File: config.mk
export PLATFORM = sky130hd
export DESIGN_NAME = uart_flow_engine
export DESIGN_NICKNAME = d
export VERILOG_FILES = /design/src/rtl/flowctl_pkg.sv /design/src/rtl/flowctl_match_ctrl.sv /design/src/rtl/flowctl_datapath.sv /design/src/rtl/uart_flow_engine.sv
export SDC_FILE = /design/constraint.sdc
export NUM_CORES = 1
export LEC_CHECK = 0
export BUFFER_PORTS_ARGS = -buffer_cell sky130_fd_sc_hd__buf_2
export CORE_ASPECT_RATIO = 0.8
export CORE_MARGIN = 2
export CORE_UTILIZATION = 35
export CTS_CLUSTER_DIAMETER = 30
export DETAILED_ROUTE_END_ITERATION = 16
export GPL_ROUTABILITY_DRIVEN = 0
export GPL_TIMING_DRIVEN = 0
export PLACE_DENSITY = 0.68
export SYNTH_ARGS = -nofsm -noshare
export SYNTH_HDL_FRONTEND = slang
export SYNTH_SLANG_ARGS = --single-unit
File: constraint.sdc
create_clock -name clk -period 2.1 [get_ports clk]
set_input_delay 0.21 -clock clk [delete_from_list [all_inputs] [get_ports clk]]
set_output_delay 0.21 -clock clk [all_outputs]
set_load 0.005 [all_outputs]
File: src/rtl/flowctl_pkg.sv
package flowctl_pkg;
  localparam int HIT_XON1  = 0;
  localparam int HIT_XON2  = 1;
  localparam int HIT_XOFF1 = 2;
  localparam int HIT_XOFF2 = 3;
  localparam int NUM_CODES = 4;

  typedef struct packed {
    logic pushLive;
    logic pushHeld;
    logic loadHeld;
    logic setStop;
    logic clrStop;
  } flowStrobe_t;

  typedef enum logic [1:0] {
    MT_IDLE,
    MT_HOLD_ON,
    MT_HOLD_OFF,
    MT_FLUSH
  } matchState_t;
endpackage

File: src/rtl/flowctl_match_ctrl.sv
module flowctl_match_ctrl
  import flowctl_pkg::*;
(
  input  logic                 clk,
  input  logic                 rstN,
  input  logic                 swFlowEn,
  input  logic                 swWide,
  input  logic                 rxValid,
  input  logic [NUM_CODES-1:0] hit,
  output flowStrobe_t          st
);
  matchState_t state, nxt;
  logic wideOn;

  assign wideOn = swFlowEn && swWide;

  always_comb begin
    st  = '0;
    nxt = state;
    unique case (state)
      MT_IDLE: begin
        if (rxValid) begin
          if (!swFlowEn) begin
            st.pushLive = 1'b1;
          end else if (!swWide) begin
            if (hit[HIT_XOFF1])     st.setStop  = 1'b1;
            else if (hit[HIT_XON1]) st.clrStop  = 1'b1;
            else                    st.pushLive = 1'b1;
          end else if (hit[HIT_XOFF1]) begin
            st.loadHeld = 1'b1;
            nxt = MT_HOLD_OFF;
          end else if (hit[HIT_XON1]) begin
            st.loadHeld = 1'b1;
            nxt = MT_HOLD_ON;
          end else begin
            st.pushLive = 1'b1;
          end
        end
      end
      MT_HOLD_ON, MT_HOLD_OFF: begin
        if (rxValid) begin
          if (wideOn && state == MT_HOLD_OFF && hit[HIT_XOFF2]) begin
            st.setStop = 1'b1;
            nxt = MT_IDLE;
          end else if (wideOn && state == MT_HOLD_ON && hit[HIT_XON2]) begin
            st.clrStop = 1'b1;
            nxt = MT_IDLE;
          end else begin
            // release the held byte now, keep the new one for the next cycle
            st.pushHeld = 1'b1;
            st.loadHeld = 1'b1;
            if (wideOn && hit[HIT_XOFF1])     nxt = MT_HOLD_OFF;
            else if (wideOn && hit[HIT_XON1]) nxt = MT_HOLD_ON;
            else                              nxt = MT_FLUSH;
          end
        end else if (!wideOn) begin
          st.pushHeld = 1'b1;
          nxt = MT_IDLE;
        end
      end
      MT_FLUSH: begin
        st.pushHeld = 1'b1;
        nxt = MT_IDLE;
      end
      default: nxt = MT_IDLE;
    endcase
  end

  always_ff @(posedge clk or negedge rstN) begin
    if (!rstN) state <= MT_IDLE;
    else       state <= nxt;
  end

  // a broken pair never leaves two bytes waiting
  p_flush_drains_r9: assert property (@(posedge clk) disable iff (!rstN)
    (state == MT_FLUSH) |=> (state != MT_FLUSH));
endmodule

File: src/rtl/flowctl_datapath.sv
module flowctl_datapath
  import flowctl_pkg::*;
#(
  parameter int LEVEL_W = 5,
  parameter int CHAR_W  = 8
) (
  input  logic                 clk,
  input  logic                 rstN,
  input  logic                 autoRtsEn,
  input  logic                 autoCtsEn,
  input  logic                 swFlowEn,
  input  logic                 mcrRts,
  input  logic [LEVEL_W-1:0]   rxLevel,
  input  logic [LEVEL_W-1:0]   haltLevel,
  input  logic [LEVEL_W-1:0]   resumeLevel,
  input  logic [CHAR_W-1:0]    rxChar,
  input  logic [CHAR_W-1:0]    xon1,
  input  logic [CHAR_W-1:0]    xon2,
  input  logic [CHAR_W-1:0]    xoff1,
  input  logic [CHAR_W-1:0]    xoff2,
  input  logic                 ctsN,
  input  logic                 txIdle,
  input  logic                 txCharDone,
  input  flowStrobe_t          st,
  output logic [NUM_CODES-1:0] hit,
  output logic                 rtsN,
  output logic                 txHalt,
  output logic                 rxPush,
  output logic [CHAR_W-1:0]    rxPushData,
  output logic                 xoffReq,
  output logic                 xonReq,
  output logic                 rtsIrq,
  output logic                 ctsIrq,
  output logic                 xoffIrq,
  output logic                 xonIrq
);
  logic [CHAR_W-1:0] codeTab [NUM_CODES];
  logic [CHAR_W-1:0] holdReg;
  logic rxFull, fullNext, swStopped, ctsPrev, haltReq, boundary, anyAuto;

  assign codeTab[HIT_XON1]  = xon1;
  assign codeTab[HIT_XON2]  = xon2;
  assign codeTab[HIT_XOFF1] = xoff1;
  assign codeTab[HIT_XOFF2] = xoff2;

  for (genvar g = 0; g < NUM_CODES; g++) begin : g_cmp
    assign hit[g] = (rxChar == codeTab[g]);
  end

  always_comb begin
    if (rxLevel > haltLevel)        fullNext = 1'b1;
    else if (rxLevel < resumeLevel) fullNext = 1'b0;
    else                            fullNext = rxFull;
  end

  assign rtsN       = !mcrRts || (autoRtsEn && rxFull);
  assign haltReq    = (autoCtsEn && ctsN) || swStopped;
  assign boundary   = txIdle || txCharDone;
  assign anyAuto    = autoCtsEn || swFlowEn;
  assign rxPush     = st.pushLive || st.pushHeld;
  assign rxPushData = st.pushHeld ? holdReg : rxChar;

  always_ff @(posedge clk or negedge rstN) begin
    if (!rstN) begin
      rxFull    <= 1'b0;
      swStopped <= 1'b0;
      txHalt    <= 1'b0;
      holdReg   <= '0;
      ctsPrev   <= 1'b1;
      rtsIrq    <= 1'b0;
      ctsIrq    <= 1'b0;
      xoffIrq   <= 1'b0;
      xonIrq    <= 1'b0;
      xoffReq   <= 1'b0;
      xonReq    <= 1'b0;
    end else begin
      rxFull  <= fullNext;
      rtsIrq  <= autoRtsEn && mcrRts && fullNext && !rxFull;
      xoffReq <= swFlowEn && fullNext && !rxFull;
      xonReq  <= swFlowEn && !fullNext && rxFull;
      ctsPrev <= ctsN;
      ctsIrq  <= autoCtsEn && ctsN && !ctsPrev;
      xoffIrq <= st.setStop;
      xonIrq  <= st.clrStop;
      if (st.loadHeld) holdReg <= rxChar;
      if (!swFlowEn)        swStopped <= 1'b0;
      else if (st.setStop)  swStopped <= 1'b1;
      else if (st.clrStop)  swStopped <= 1'b0;
      if (!anyAuto)      txHalt <= 1'b0;
      else if (boundary) txHalt <= haltReq;
    end
  end

  p_full_on_high_r2: assert property (@(posedge clk) disable iff (!rstN)
    $rose(rxFull) |-> $past(rxLevel > haltLevel));
  p_hyst_low_r3: assert property (@(posedge clk) disable iff (!rstN)
    $fell(rxFull) |-> $past(rxLevel < resumeLevel));
  p_rts_irq_pulse_r4: assert property (@(posedge clk) disable iff (!rstN)
    rtsIrq |=> !rtsIrq);
  p_halt_rise_edge_r5: assert property (@(posedge clk) disable iff (!rstN)
    $rose(txHalt) |-> $past(txIdle || txCharDone));
  p_single_push_r10: assert property (@(posedge clk) disable iff (!rstN)
    $onehot0({st.pushLive, st.pushHeld}));
endmodule

File: src/rtl/uart_flow_engine.sv
module uart_flow_engine
  import flowctl_pkg::*;
#(
  parameter int LEVEL_W = 5,
  parameter int CHAR_W  = 8
) (
  input  logic               clk,
  input  logic               rstN,
  input  logic               autoRtsEn,
  input  logic               autoCtsEn,
  input  logic               swFlowEn,
  input  logic               swWide,
  input  logic               mcrRts,
  input  logic [LEVEL_W-1:0] rxLevel,
  input  logic [LEVEL_W-1:0] haltLevel,
  input  logic [LEVEL_W-1:0] resumeLevel,
  input  logic [CHAR_W-1:0]  rxChar,
  input  logic               rxValid,
  input  logic [CHAR_W-1:0]  xon1,
  input  logic [CHAR_W-1:0]  xon2,
  input  logic [CHAR_W-1:0]  xoff1,
  input  logic [CHAR_W-1:0]  xoff2,
  input  logic               ctsN,
  input  logic               txIdle,
  input  logic               txCharDone,
  output logic               rtsN,
  output logic               txHalt,
  output logic               rxPush,
  output logic [CHAR_W-1:0]  rxPushData,
  output logic               xoffReq,
  output logic               xonReq,
  output logic               rtsIrq,
  output logic               ctsIrq,
  output logic               xoffIrq,
  output logic               xonIrq
);
  flowStrobe_t          strobes;
  logic [NUM_CODES-1:0] codeHit;

  flowctl_match_ctrl i_ctrl (
    .clk(clk), .rstN(rstN), .swFlowEn(swFlowEn), .swWide(swWide),
    .rxValid(rxValid), .hit(codeHit), .st(strobes)
  );

  flowctl_datapath #(.LEVEL_W(LEVEL_W), .CHAR_W(CHAR_W)) i_dp (
    .clk(clk), .rstN(rstN), .autoRtsEn(autoRtsEn), .autoCtsEn(autoCtsEn),
    .swFlowEn(swFlowEn), .mcrRts(mcrRts), .rxLevel(rxLevel),
    .haltLevel(haltLevel), .resumeLevel(resumeLevel), .rxChar(rxChar),
    .xon1(xon1), .xon2(xon2), .xoff1(xoff1), .xoff2(xoff2), .ctsN(ctsN),
    .txIdle(txIdle), .txCharDone(txCharDone), .st(strobes), .hit(codeHit),
    .rtsN(rtsN), .txHalt(txHalt), .rxPush(rxPush), .rxPushData(rxPushData),
    .xoffReq(xoffReq), .xonReq(xonReq), .rtsIrq(rtsIrq), .ctsIrq(ctsIrq),
    .xoffIrq(xoffIrq), .xonIrq(xonIrq)
  );
endmodule

==> metrics <==
status=finished, violations left; violated checks=setup timing; Syn Inst Count=180; post-route ant nets=0; ys flop type=dfrtp_1; Final Util=0.505; worst clock skew=~1.2 ps; ratio of final minimum period to clock period=1.18; Hold WS=70.9 ps; clock tree sinks=20; RSZ-0062 raised after global routing=true; Pins Over Slew Limit=0; # port buffers=74; Switching Fraction=0.318; CP endpoint kind=output port; Hold WC Path Type=in -> reg; post-route setup slack=-385 ps; PwrDens=about 910 nW/µm²; pin count of the biggest net entering global routing=21; Worst Max-Slew Pin Slew=around 520 ps; CTS Buf Count=3; n_diodes=0; dpl hpwl=~3400 µm; DIE AREA=between 5000 and 6000 µm²; final setup fails=17; via/cell ratio=~4.8; Clk pwr share=0.163; mapped cell area=approximately 1900 µm²; Die X=around 85 µm; maximum clock path buffer count=2; vias in the first global route=1536; Rows=23; Die Span Y=69.2 µm; combinational power share=0.595; total congestion overflow=0; worst-path fanout max=5; initial DRC count=26; sequential share of the synthesized area=0.270; area delta synth->final=37.6%; H-Tree Depth=1; synth warn=0; final hold violations=0; DR pass1 iterations=4; clk_lat worst skew=250 ps; clk slew on worst S/H paths=roughly 70 ps; Core ar.=a little over 5000 µm²; worst rel slew slack=0.649; CP Launch Type=register; Yosys reg bits=20; fraction of registers with async set/reset=1.00; Distinct cells, synth=40; Int Power=between 1.5 and 2 mW; Nets=approximately 350; leakage=between 1 and 1.5 nW; initial antenna violation count=0; synthesized net count=261; Peak VDD IR=~0.55 mV; EDFF count, synth=0; part of the power in registers=0.242; worst r2r src=i_ctrl.state[1]$_DFFE_PN0P_; max_cap viols=0; Critical Path RT=between 1500 and 2000 ps; IO Count=slightly above 80; critical hold path startpoint=ctsN; Initial Util=0.367; Tot Pwr=2.33 mW; # DRC=0; post-layout min period=between 2000 and 2500 ps; CP Data Arrival Time=2270 ps; Total Wirelength=around 4300 µm; first-pass GRT wire length=6960 µm; drt wl/cell=12.9 µm; syn_area_per_cell=about 10 µm²; CTS tree=yes; vias=between 1.5k and 2k; CP Class=reg -> out; switching power=around 0.74 mW; Achievable Freq=between 400 and 500 MHz; layout cell share with drive strength beyond 1=0.476; GRT Total Usage=0.144; Clock Tree Root=clkbuf_8; Setup crit start=i_ctrl.state[1]$_DFFE_PN0P_
==> metal layers <==
metal | vias up | wire length (µm) | GRT usage
met3 | 4 | 286 | 0.0250
met2 | 59 | 1970 | 0.234
met1 | 723 | 1980 | 0.200
met5 | - | 0 | 0
met4 | 0 | 43 | 0.0335
li1 | 793 | - | -
==> flip-flops by register name, summed over array words and instances, names as in the netlist <==
register / flops
i_ctrl.state: 2
i_dp.ctsIrq: 1
i_dp.ctsPrev: 1
i_dp.holdReg: 8
i_dp.rtsIrq: 1
i_dp.rxFull: 1
i_dp.swStopped: 1
i_dp.txHalt: 1
i_dp.xoffIrq: 1
i_dp.xoffReq: 1
i_dp.xonIrq: 1
i_dp.xonReq: 1
==> repair_timing <==
action	4_1_cts	5_1_grt
gates cloned	0	1
hold endpoints to repair	19	0
pin swaps	1	0
setup buffers	4	5
setup endpoints to repair	13	17
resized for setup	3	17
hold buffers	1	0
==> worst paths after layout <==
kind,end,slack (ps),depth (start not counted)
max,rxPushData[3],-380,8
min,i_dp.ctsPrev$_DFF_PN1_,70,1
max reg2reg,i_dp.holdReg[2]$_DFFE_PN0P_,-90,7
min reg2reg,i_dp.ctsIrq$_DFF_PN0_,490,1
max in group asynchronous,i_dp.ctsPrev$_DFF_PN1_,1340,2
min in group asynchronous,i_dp.holdReg[4]$_DFFE_PN0P_,430,2
==> final cells by class <==
cell class	instances	area, µm²
clock buffers	3	41.3
plain buffers	10	113
fillers	471	2510
inverters	17	66.3
repair buffers	85	500
multi-input cells	133	1230
flip-flops and latches	20	502
clock inverters	1	30.0
well taps	62	77.6
==> layout by cell type, fill, tap and decap left out, types with 2 or more instances in the layout <==
cell / n
a21o_1: 4
a21oi_1: 3
a31oi_1: 5
buf_2: 68
buf_4: 8
buf_6: 18
clkbuf_8: 3
dfrtp_1: 19
ha_1: 13
ha_4: 2
inv_1: 14
inv_2: 2
mux2_4: 16
nand2_1: 10
nand2b_1: 2
nand3_1: 3
nand4_1: 4
nor2_1: 6
nor3_1: 3
nor3_4: 2
nor4_1: 3
o21a_1: 3
o22ai_1: 2
or2_1: 2
xnor2_1: 23
xor2_1: 8
==> metrics by stage <==
stage / setup TNS [ps] / std cells / setup slack, ps / instance area (µm²)
3_3_place_gp: -1760 / 316 / -225 / 2310
6_report: -3960 / 331 / -385 / 2560
3_5_place_dp: -1790 / 316 / -226 / 2310
4_1_cts: -2930 / 325 / -336 / 2440
2_1_floorplan: 0 / 180 / 91.6 / 1860
5_1_grt: -5720 / 331 / -468 / 2560
==> cell usage after synthesis, types with 4 or more instances <==
cell     instances  area [µm²]
nand4_1          4        25.0
nand3_1          4        20.0
buf_6           10         113
dfrtp_1         19         475
nor2_1           6        22.5
a21o_1           4        30.0
xor2_1           8        70.1
ha_1            15         188
xnor2_1         23         201
nand2_1         10        37.5
inv_1           17        63.8
mux2_4          16         240
a31oi_1          5        31.3
==> kinds of logic (layout without fill, tap and decap cells) <==
kind of cell / count (synthesis) / count (layout) / synth area share
AND/OR/NAND/NOR: 43 / 43 / 0.137
XOR/XNOR: 32 / 32 / 0.155
buffers and inverters: 27 / 116 / 0.0949
AO/OA/AOI/OAI: 25 / 25 / 0.102
flip-flops: 20 / 20 / 0.270
multiplexers: 18 / 18 / 0.141
adder cells (fa/ha/maj): 15 / 15 / 0.101
==> power by group through the flow <==
stage / combinational (mW) / sequential [mW] / clock (mW)
6_report: 1.39 / 0.565 / 0.380
5_1_grt: 1.50 / 0.579 / 0.401
4_1_cts: 1.17 / 0.562 / 0.386
3_5_place_dp: 1.08 / 0.571 / 0
3_3_place_gp: 1.07 / 0.570 / 0
2_1_floorplan: 0.806 / 0.552 / 0
==> worst max-delay path: stages, from the launching register on <==
cell     delay [ps]
dfrtp_1         390
inv_2            80
ha_4            300
inv_4            50
nor4_4          340
o31a_1          270
buf_6           170
mux2_4          310
buf_6           110
(Power assumes the default switching activity.)
